File: src/rtl/xcvr_pkg.sv
package xcvr_pkg;
  localparam int XCVR_W = 18;

  typedef enum logic [1:0] {
    MODE_HOLD = 2'd0,
    MODE_FLOW = 2'd1,
    MODE_EDGE = 2'd2
  } xfer_mode_e;
endpackage

File: src/rtl/xcvr_keeper.sv
module xcvr_keeper #(
  parameter int W = 18
) (
  input  logic         clk_i,
  input  logic         rst_ni,
  input  logic [W-1:0] bus_i,
  input  logic [W-1:0] drv_i,
  output logic [W-1:0] eff_o
);
  for (genvar i = 0; i < W; i++) begin : g_bit
    logic held_q;
    always_ff @(posedge clk_i or negedge rst_ni) begin
      if (!rst_ni)       held_q <= 1'b0;
      else if (drv_i[i]) held_q <= bus_i[i];
    end
    assign eff_o[i] = drv_i[i] ? bus_i[i] : held_q;
  end
endmodule

File: src/rtl/xcvr_path.sv
module xcvr_path
  import xcvr_pkg::*;
#(
  parameter int W         = 18,
  parameter bit OE_ACTLOW = 1'b0
) (
  input  logic         clk_i,
  input  logic         rst_ni,
  input  logic [W-1:0] d_i,
  input  logic         le_i,
  input  logic         stb_i,
  input  logic         oe_i,
  output logic [W-1:0] q_o,
  output logic [W-1:0] oe_o
);
  logic         stb_q;
  logic         stb_rise;
  logic [W-1:0] store_q;
  xfer_mode_e   mode;

  always_ff @(posedge clk_i or negedge rst_ni) begin
    if (!rst_ni) stb_q <= 1'b0;
    else         stb_q <= stb_i;
  end

  assign stb_rise = stb_i & ~stb_q;

  always_comb begin
    if (le_i)          mode = MODE_FLOW;
    else if (stb_rise) mode = MODE_EDGE;
    else               mode = MODE_HOLD;
  end

  // flow mode reloads every clock so the word is already held when le drops
  always_ff @(posedge clk_i or negedge rst_ni) begin
    if (!rst_ni) store_q <= '0;
    else if (mode != MODE_HOLD) store_q <= d_i;
  end

  assign q_o = (mode == MODE_FLOW) ? d_i : store_q;

  logic en;
  if (OE_ACTLOW) begin : g_oe_low
    assign en = ~oe_i;
  end else begin : g_oe_high
    assign en = oe_i;
  end
  assign oe_o = {W{en}};
endmodule

File: src/rtl/bus_xcvr_reg.sv
module bus_xcvr_reg
  import xcvr_pkg::*;
#(
  parameter int W = XCVR_W
) (
  input  logic         clk_i,
  input  logic         rst_ni,
  input  logic [W-1:0] a_i,
  input  logic [W-1:0] a_drv_i,
  input  logic [W-1:0] b_i,
  input  logic [W-1:0] b_drv_i,
  input  logic         ab_oe_i,
  input  logic         ab_le_i,
  input  logic         ab_stb_i,
  input  logic         ba_oe_ni,
  input  logic         ba_le_i,
  input  logic         ba_stb_i,
  output logic [W-1:0] a_o,
  output logic [W-1:0] a_oe_o,
  output logic [W-1:0] b_o,
  output logic [W-1:0] b_oe_o
);
  logic [W-1:0] a_eff, b_eff;

  xcvr_keeper #(.W(W)) u_keep_a (
    .clk_i(clk_i), .rst_ni(rst_ni), .bus_i(a_i), .drv_i(a_drv_i), .eff_o(a_eff)
  );
  xcvr_keeper #(.W(W)) u_keep_b (
    .clk_i(clk_i), .rst_ni(rst_ni), .bus_i(b_i), .drv_i(b_drv_i), .eff_o(b_eff)
  );

  xcvr_path #(.W(W), .OE_ACTLOW(1'b0)) u_ab (
    .clk_i(clk_i), .rst_ni(rst_ni), .d_i(a_eff), .le_i(ab_le_i),
    .stb_i(ab_stb_i), .oe_i(ab_oe_i), .q_o(b_o), .oe_o(b_oe_o)
  );
  xcvr_path #(.W(W), .OE_ACTLOW(1'b1)) u_ba (
    .clk_i(clk_i), .rst_ni(rst_ni), .d_i(b_eff), .le_i(ba_le_i),
    .stb_i(ba_stb_i), .oe_i(ba_oe_ni), .q_o(a_o), .oe_o(a_oe_o)
  );
endmodule

File: config.mk
export PLATFORM = sky130hd
export DESIGN_NAME = bus_xcvr_reg
export DESIGN_NICKNAME = d
export VERILOG_FILES = /design/src/rtl/xcvr_pkg.sv /design/src/rtl/xcvr_keeper.sv /design/src/rtl/xcvr_path.sv /design/src/rtl/bus_xcvr_reg.sv
export SDC_FILE = /design/constraint.sdc
export NUM_CORES = 1
export LEC_CHECK = 0
export ABC_AREA = 1
export BUFFER_PORTS_ARGS = -buffer_cell sky130_fd_sc_hd__buf_4
export CAP_MARGIN = 15
export CORE_MARGIN = 1
export CORE_UTILIZATION = 49
export CTS_BUF_LIST = sky130_fd_sc_hd__clkbuf_4 sky130_fd_sc_hd__clkbuf_8 sky130_fd_sc_hd__clkbuf_16
export CTS_CLUSTER_SIZE = 16
export DETAILED_ROUTE_END_ITERATION = 16
export GPL_TIMING_DRIVEN = 0
export PLACE_DENSITY = 0.8
export RECOVER_POWER = 100
export SLEW_MARGIN = 30
export SYNTH_ARGS = -nofsm -noshare
export SYNTH_HDL_FRONTEND = slang
export SYNTH_SLANG_ARGS = --single-unit
File: constraint.sdc
create_clock -name clk_i -period 1.5 [get_ports clk_i]
set_input_delay 0.45 -clock clk_i [delete_from_list [all_inputs] [get_ports clk_i]]
set_output_delay 0.45 -clock clk_i [all_outputs]
set_load 0.05 [all_outputs]
# Word level (Yosys, flattened, before mapping)
# Index checks and enable logic that the tools add are counted.
word_totals:
  mem_bits_rw: 0
  elab_cells: 91
  romBits: 0
  latchBits: 0
  output_inout_bits: 72
  reg_bits: 74
  n_memories: 0
op_classes:
  eq_ne: 2
  n_div: 0
  n_mux: 42
  n_reduce_logical: 2
  n_shift: 0
  order_cmp: 0
  n_bitwise: 5
  mul: 0
  n_addsub: 0
ops:
  columns: ["operator", "count"]
  rows:
  - ["$mux W1", 36]
  - ["$mux W18", 2]
  - ["$mux W2", 4]
  - ["$eq A2 B1 Y1 const B", 2]
  - ["$reduce_bool A2 Y1", 2]
  - ["$not A1 Y1", 3]
  - ["$and A1 B1 Y1", 2]

# Depth between registers and ports, before layout
depth:
  ltp_word: 6
  mapped_depth: 6
  ltp_nobuf: 5

# Cells and area by module
# A second synthesis with hierarchy kept.
unflattened:
  cells_unflattened: 493
  hier_area_um2: 3737.3
modules_own_cells:
  columns: ["mod", "instances", "cells_each", "seq_area_each_um2", "area_per_inst_um2"]
  rows:
  - ["xcvr_keeper", 2, 90, 450.4, 720.7]
  - ["xcvr_path at u_ba", 1, 157, 475.5, 1149.9]
  - ["xcvr_path at u_ab", 1, 156, 475.5, 1146.1]

# Worst setup path before layout
# Ideal clock, no wire load.
synth_path:
  path_kind: "input to output"
  start: "input port ba_le_i"
  end: "output port a_o[0]"
  arrival_time_ps: 1192
  path_buffers: 2
  required_ps: 1050
  setup_slack_ps: -142
  cell_stages: 5
  cell_sequence: "buf_6 > inv_8 > buf_4 > nand2_1 > nand2_1"
synth_via:
  elab_chain_len: 3
synth_lines:
  columns: ["item", "line", "text"]
  rows:
  - ["start, declared", "bus_xcvr_reg.sv:16", "input logic ba_le_i,"]
  - ["$mux W2", "xcvr_path.sv:29", "if (le_i) mode = MODE_FLOW;"]
  - ["$eq A2 B1 Y1", "xcvr_path.sv:40", "assign q_o = (mode == MODE_FLOW) ? d_i : store_q;"]
  - ["$mux W18", "xcvr_path.sv:40", null]
  - ["end, declared", "bus_xcvr_reg.sv:18", "output logic [W-1:0] a_o,"]
# Every way passes these cells.

# Worst setup path in the final report
layout_path:
  start: "register u_keep_b.g_bit[14].held_q"
  end: "output port a_o[14]"
layout_via:
  elab_chain_len: 2
layout_lines:
  columns: ["item", "line", "text"]
  rows:
  - ["start, declared", "xcvr_keeper.sv:11", "logic held_q;"]
  - ["start signal, assigned", "xcvr_keeper.sv:14", "else if (drv_i[i]) held_q <= bus_i[i];"]
  - ["$mux W1", null, null]
  - ["net b_eff[14]", "bus_xcvr_reg.sv:23", "logic [W-1:0] a_eff, b_eff;"]
  - ["$mux W18", "xcvr_path.sv:40", null]
# The timed path passes the listed nets, and every way through them passes these cells.

==> run_results.csv <==
group,metric,value,unit
status,status,"finished, violations left",
status,violations,"setup timing",
floorplanning,core,0.00729,sq mm
clock_network,clockBufferDepth,2,
place,pre_cts_ws,-0.239,ns
worst_setup_path,critPathLaunchType,"register",
routing,wl_per_cell,15.0,um
routing,drcViolationCount,0,
floorplanning,dieArea,0.00797,sq mm
worst_setup_path,worst_path_max_delay_cell,"dfrtp_1",
power,p_comb_frac,0.384,
power,p_sw_frac,0.363,
yosys,netlist_top_cells_area,"dfrtp_1 (50%), nand2_1 (29%), buf_4 (8.0%), nand3_1 (4.8%), inv_1 (3.9%)",
routing,drtAntennaViolNets,0,
power,p_per_area,958,mW/mm^2
hold_path,hold_path.class,"input port to asynchronous set/reset pin",
global_routing,grt_max_degree,75,
finish,final_nets,783,
floorplanning,initial_core_util,0.512,
power,ir_drop,0.732,mV
yosys,syn_nets,573,
clock_network,clkLatencyLatePin,0.35,ns
routing,dr.first_iter.drc_count,219,
worst_setup_path,cp_data_arrival_time,1.20,ns
global_routing,track_usage,0.295,
power,power.internal,0.00390,W
worst_setup_path,cp.required,1.05,ns
power,power_frac_clock,0.239,
sta,finClkSkew,0.00942,ns
worst_setup_path,cpPeakStageDelay,0.38,ns
sta,min_period,1.65,ns
yosys,yosysUniqueCellTypes,10,
worst_setup_path,rrSetupSlack,0.42,ns
yosys,yosysTopAreaCell,"dfrtp_1",
power,p_leak,3.57,nW
worst_setup_path,worst_r2r_endpoint,"u_ba.store_q[10]$_DFFE_PN0P_",
finish,syn2layout_area_growth,71.5,%
global_routing,grt_pass1_wl,17700,um
sta,setup_viol,43,
sta,post-route-period-util,1.10,
floorplanning,io_pins,152,
yosys,yosysWarnings,0,
sta,final-max-slew-violation-count,0,
clock_network,cts_tree,"yes",
clock_network,htreeDepth,3,
worst_setup_path,r2r_start,"u_ba.stb_q$_DFF_PN0_",
floorplanning,die_y,89.3,um
global_routing,grt_overflow_total,0,
sta,max_freq,606,MHz
finish,diodes,0,
global_routing,grt_pass1_vias,3881,
place,hpwl,6390,um
routing,wl,12100,um
clock_network,clkTransAtPathRegs,0.08,ns
sta,rsz0062_at_grt,"yes",
yosys,synth.most_common_cell,"nand2_1",
worst_setup_path,criticalPathCategory,"register to primary output",
sta,setup_ws,-0.151,ns
worst_setup_path,crit_path_end_kind,"primary output",
job,cap_violations,0,
yosys,synth_flop_cell,"dfrtp_1",
floorplanning,die_w,89.3,um
clock_network,cts_hold_buf,0,
place,portBuffers,148,
finish,drive_above_1_share,0.541,
yosys,synth_top_area_share,0.496,
worst_setup_path,path_cells,"nand2_1 -> nand2_2 -> nand2_2 -> nand2_4 -> buf_8",
yosys,ys_seq_elements,74,
yosys,async_flop_share,1.00,
place,globalplace.congestion,0.773,
yosys,synth_edf_count,0,
clock_network,numCtsBuffers,9,
worst_setup_path,cp_max_fo,2,
routing,viasPerCell,4.89,
sta,worst_slew_pin_slew,1.01,ns
routing,num_vias,3947,
sta,slew_headroom,0.325,
yosys,synthesis.area,0.00373,sq mm
worst_setup_path,ff2ff_path_depth,5,
sta,hold_violations,0,
clock_network,clock_sinks,74,
power,power_frac_seq,0.377,
worst_setup_path,crit_top_cell,"nand2_2",
yosys,syn_area_per_cell,7.57,sq um
finish,fin_util,0.878,
global_routing,antenna_found_initial,0,
yosys,synthTopCellsByCount,"nand2_1 (288), dfrtp_1 (74), buf_4 (40)",
clock_network,root_buffer,"clkbuf_8",
power,p_switching,0.00223,W
yosys,syn_inst,493,
floorplanning,rows,31,
yosys,ys_seq_area_frac,0.496,
routing,first_pass_iters,4,
## power groups by stage
stage	clock [W]	combinational (W)	sequential (W)
CTS	0.00145	0.00226	0.00229
global placement	0	0.00178	0.00231
global route	0.00155	0.00250	0.00233
floorplan	0	0.00125	0.00230
detailed placement	0	0.00181	0.00232
finish	0.00146	0.00235	0.00231
## state kept, by name (all words and copies together) (netlist names)
name                   count
u_ab.store_q              18
u_ba.store_q              18
u_keep_a.g_bit.held_q     18
u_keep_b.g_bit.held_q     18
u_ab.stb_q                 1
u_ba.stb_q                 1
## placed cells by master (no fill, tap or decap)
master,instances
buf_4,177
nand2_1,175
nand2_2,75
dfrtp_1,74
buf_8,41
nand2_4,40
inv_1,38
nand3_1,36
buf_6,25
clkbuf_8,11
inv_8,2
clkinvlp_4,2
nand2_8,2
buf_2,2
clkbuf_4,2
clkinv_2,2
clkbuf_1,2
clkinv_4,1
buf_12,1
## stage by stage
| step | hold slack [ns] | area, sq um | TNS [ns] | total power [W] | instances |
|---|---|---|---|---|---|
| 2_1_floorplan | 0.154 | 4000 | 0 | 0.00355 | 493 |
| 3_3_place_gp | 0.473 | 5240 | -9.18 | 0.00409 | 740 |
| 3_5_place_dp | 0.479 | 5240 | -10.46 | 0.00413 | 740 |
| 4_1_cts | 0.230 | 6300 | -2.22 | 0.00601 | 796 |
| 5_1_grt | 0.254 | 6400 | -4.82 | 0.00637 | 807 |
| 6_report | 0.260 | 6400 | -3.02 | 0.00613 | 807 |
## logic make-up after synthesis
kind of cell,synth area share
buf+inv,0.149
simple gates,0.355
flops,0.496
## worst max-delay path by stage
| stage | to | from | cells after the start |
|---|---|---|---|
| global placement | a_oe_o[1] | ba_oe_ni | 4 |
| finish | a_o[14] | u_keep_b.g_bit[14].held_q$_DFF_PN0_ | 5 |
| global route | a_o[14] | u_keep_b.g_bit[14].held_q$_DFF_PN0_ | 5 |
| CTS | a_o[5] | u_keep_b.g_bit[5].held_q$_DFF_PN0_ | 5 |
| detailed placement | a_oe_o[8] | ba_oe_ni | 4 |
| floorplan | a_o[0] | ba_le_i | 5 |
## repair_timing
| action | CTS | global route |
|---|---|---|
| resized for setup | 176 | 16 |
| pin swaps | 85 | 38 |
| setup endpoints to repair | 54 | 54 |
| buffers inserted | 40 | 11 |
| endpoints found under the hold margin | 0 | 0 |
## layout make-up
type / instances / area, sq um
timing repair buffer: 199 / 1840
clock inverter: 4 / 26.3
sequential: 74 / 1850
tap: 99 / 124
clock buffer: 12 / 159
multi-input combinational: 328 / 1800
inverter: 41 / 173
fill: 364 / 891
buffer: 50 / 434
## metal layers
| layer | global-route usage | up-vias | share of wire |
|---|---|---|---|
| met3 | 0.0536 | 27 | 0.061 |
| met4 | 0.121 | 0 | 0.021 |
| met2 | 0.547 | 170 | 0.55 |
| li1 | - | 1857 | - |
| met5 | 0 | - | 0 |
| met1 | 0.333 | 1893 | 0.37 |
## critical path: cells and delay by family, from the launching register on
kind | cells | cell delay, ns
DFF | 1 | 0.38
and+or+nand+nor | 4 | 0.34
buffers and inverters | 1 | 0.15
(Power assumes the default switching activity.)
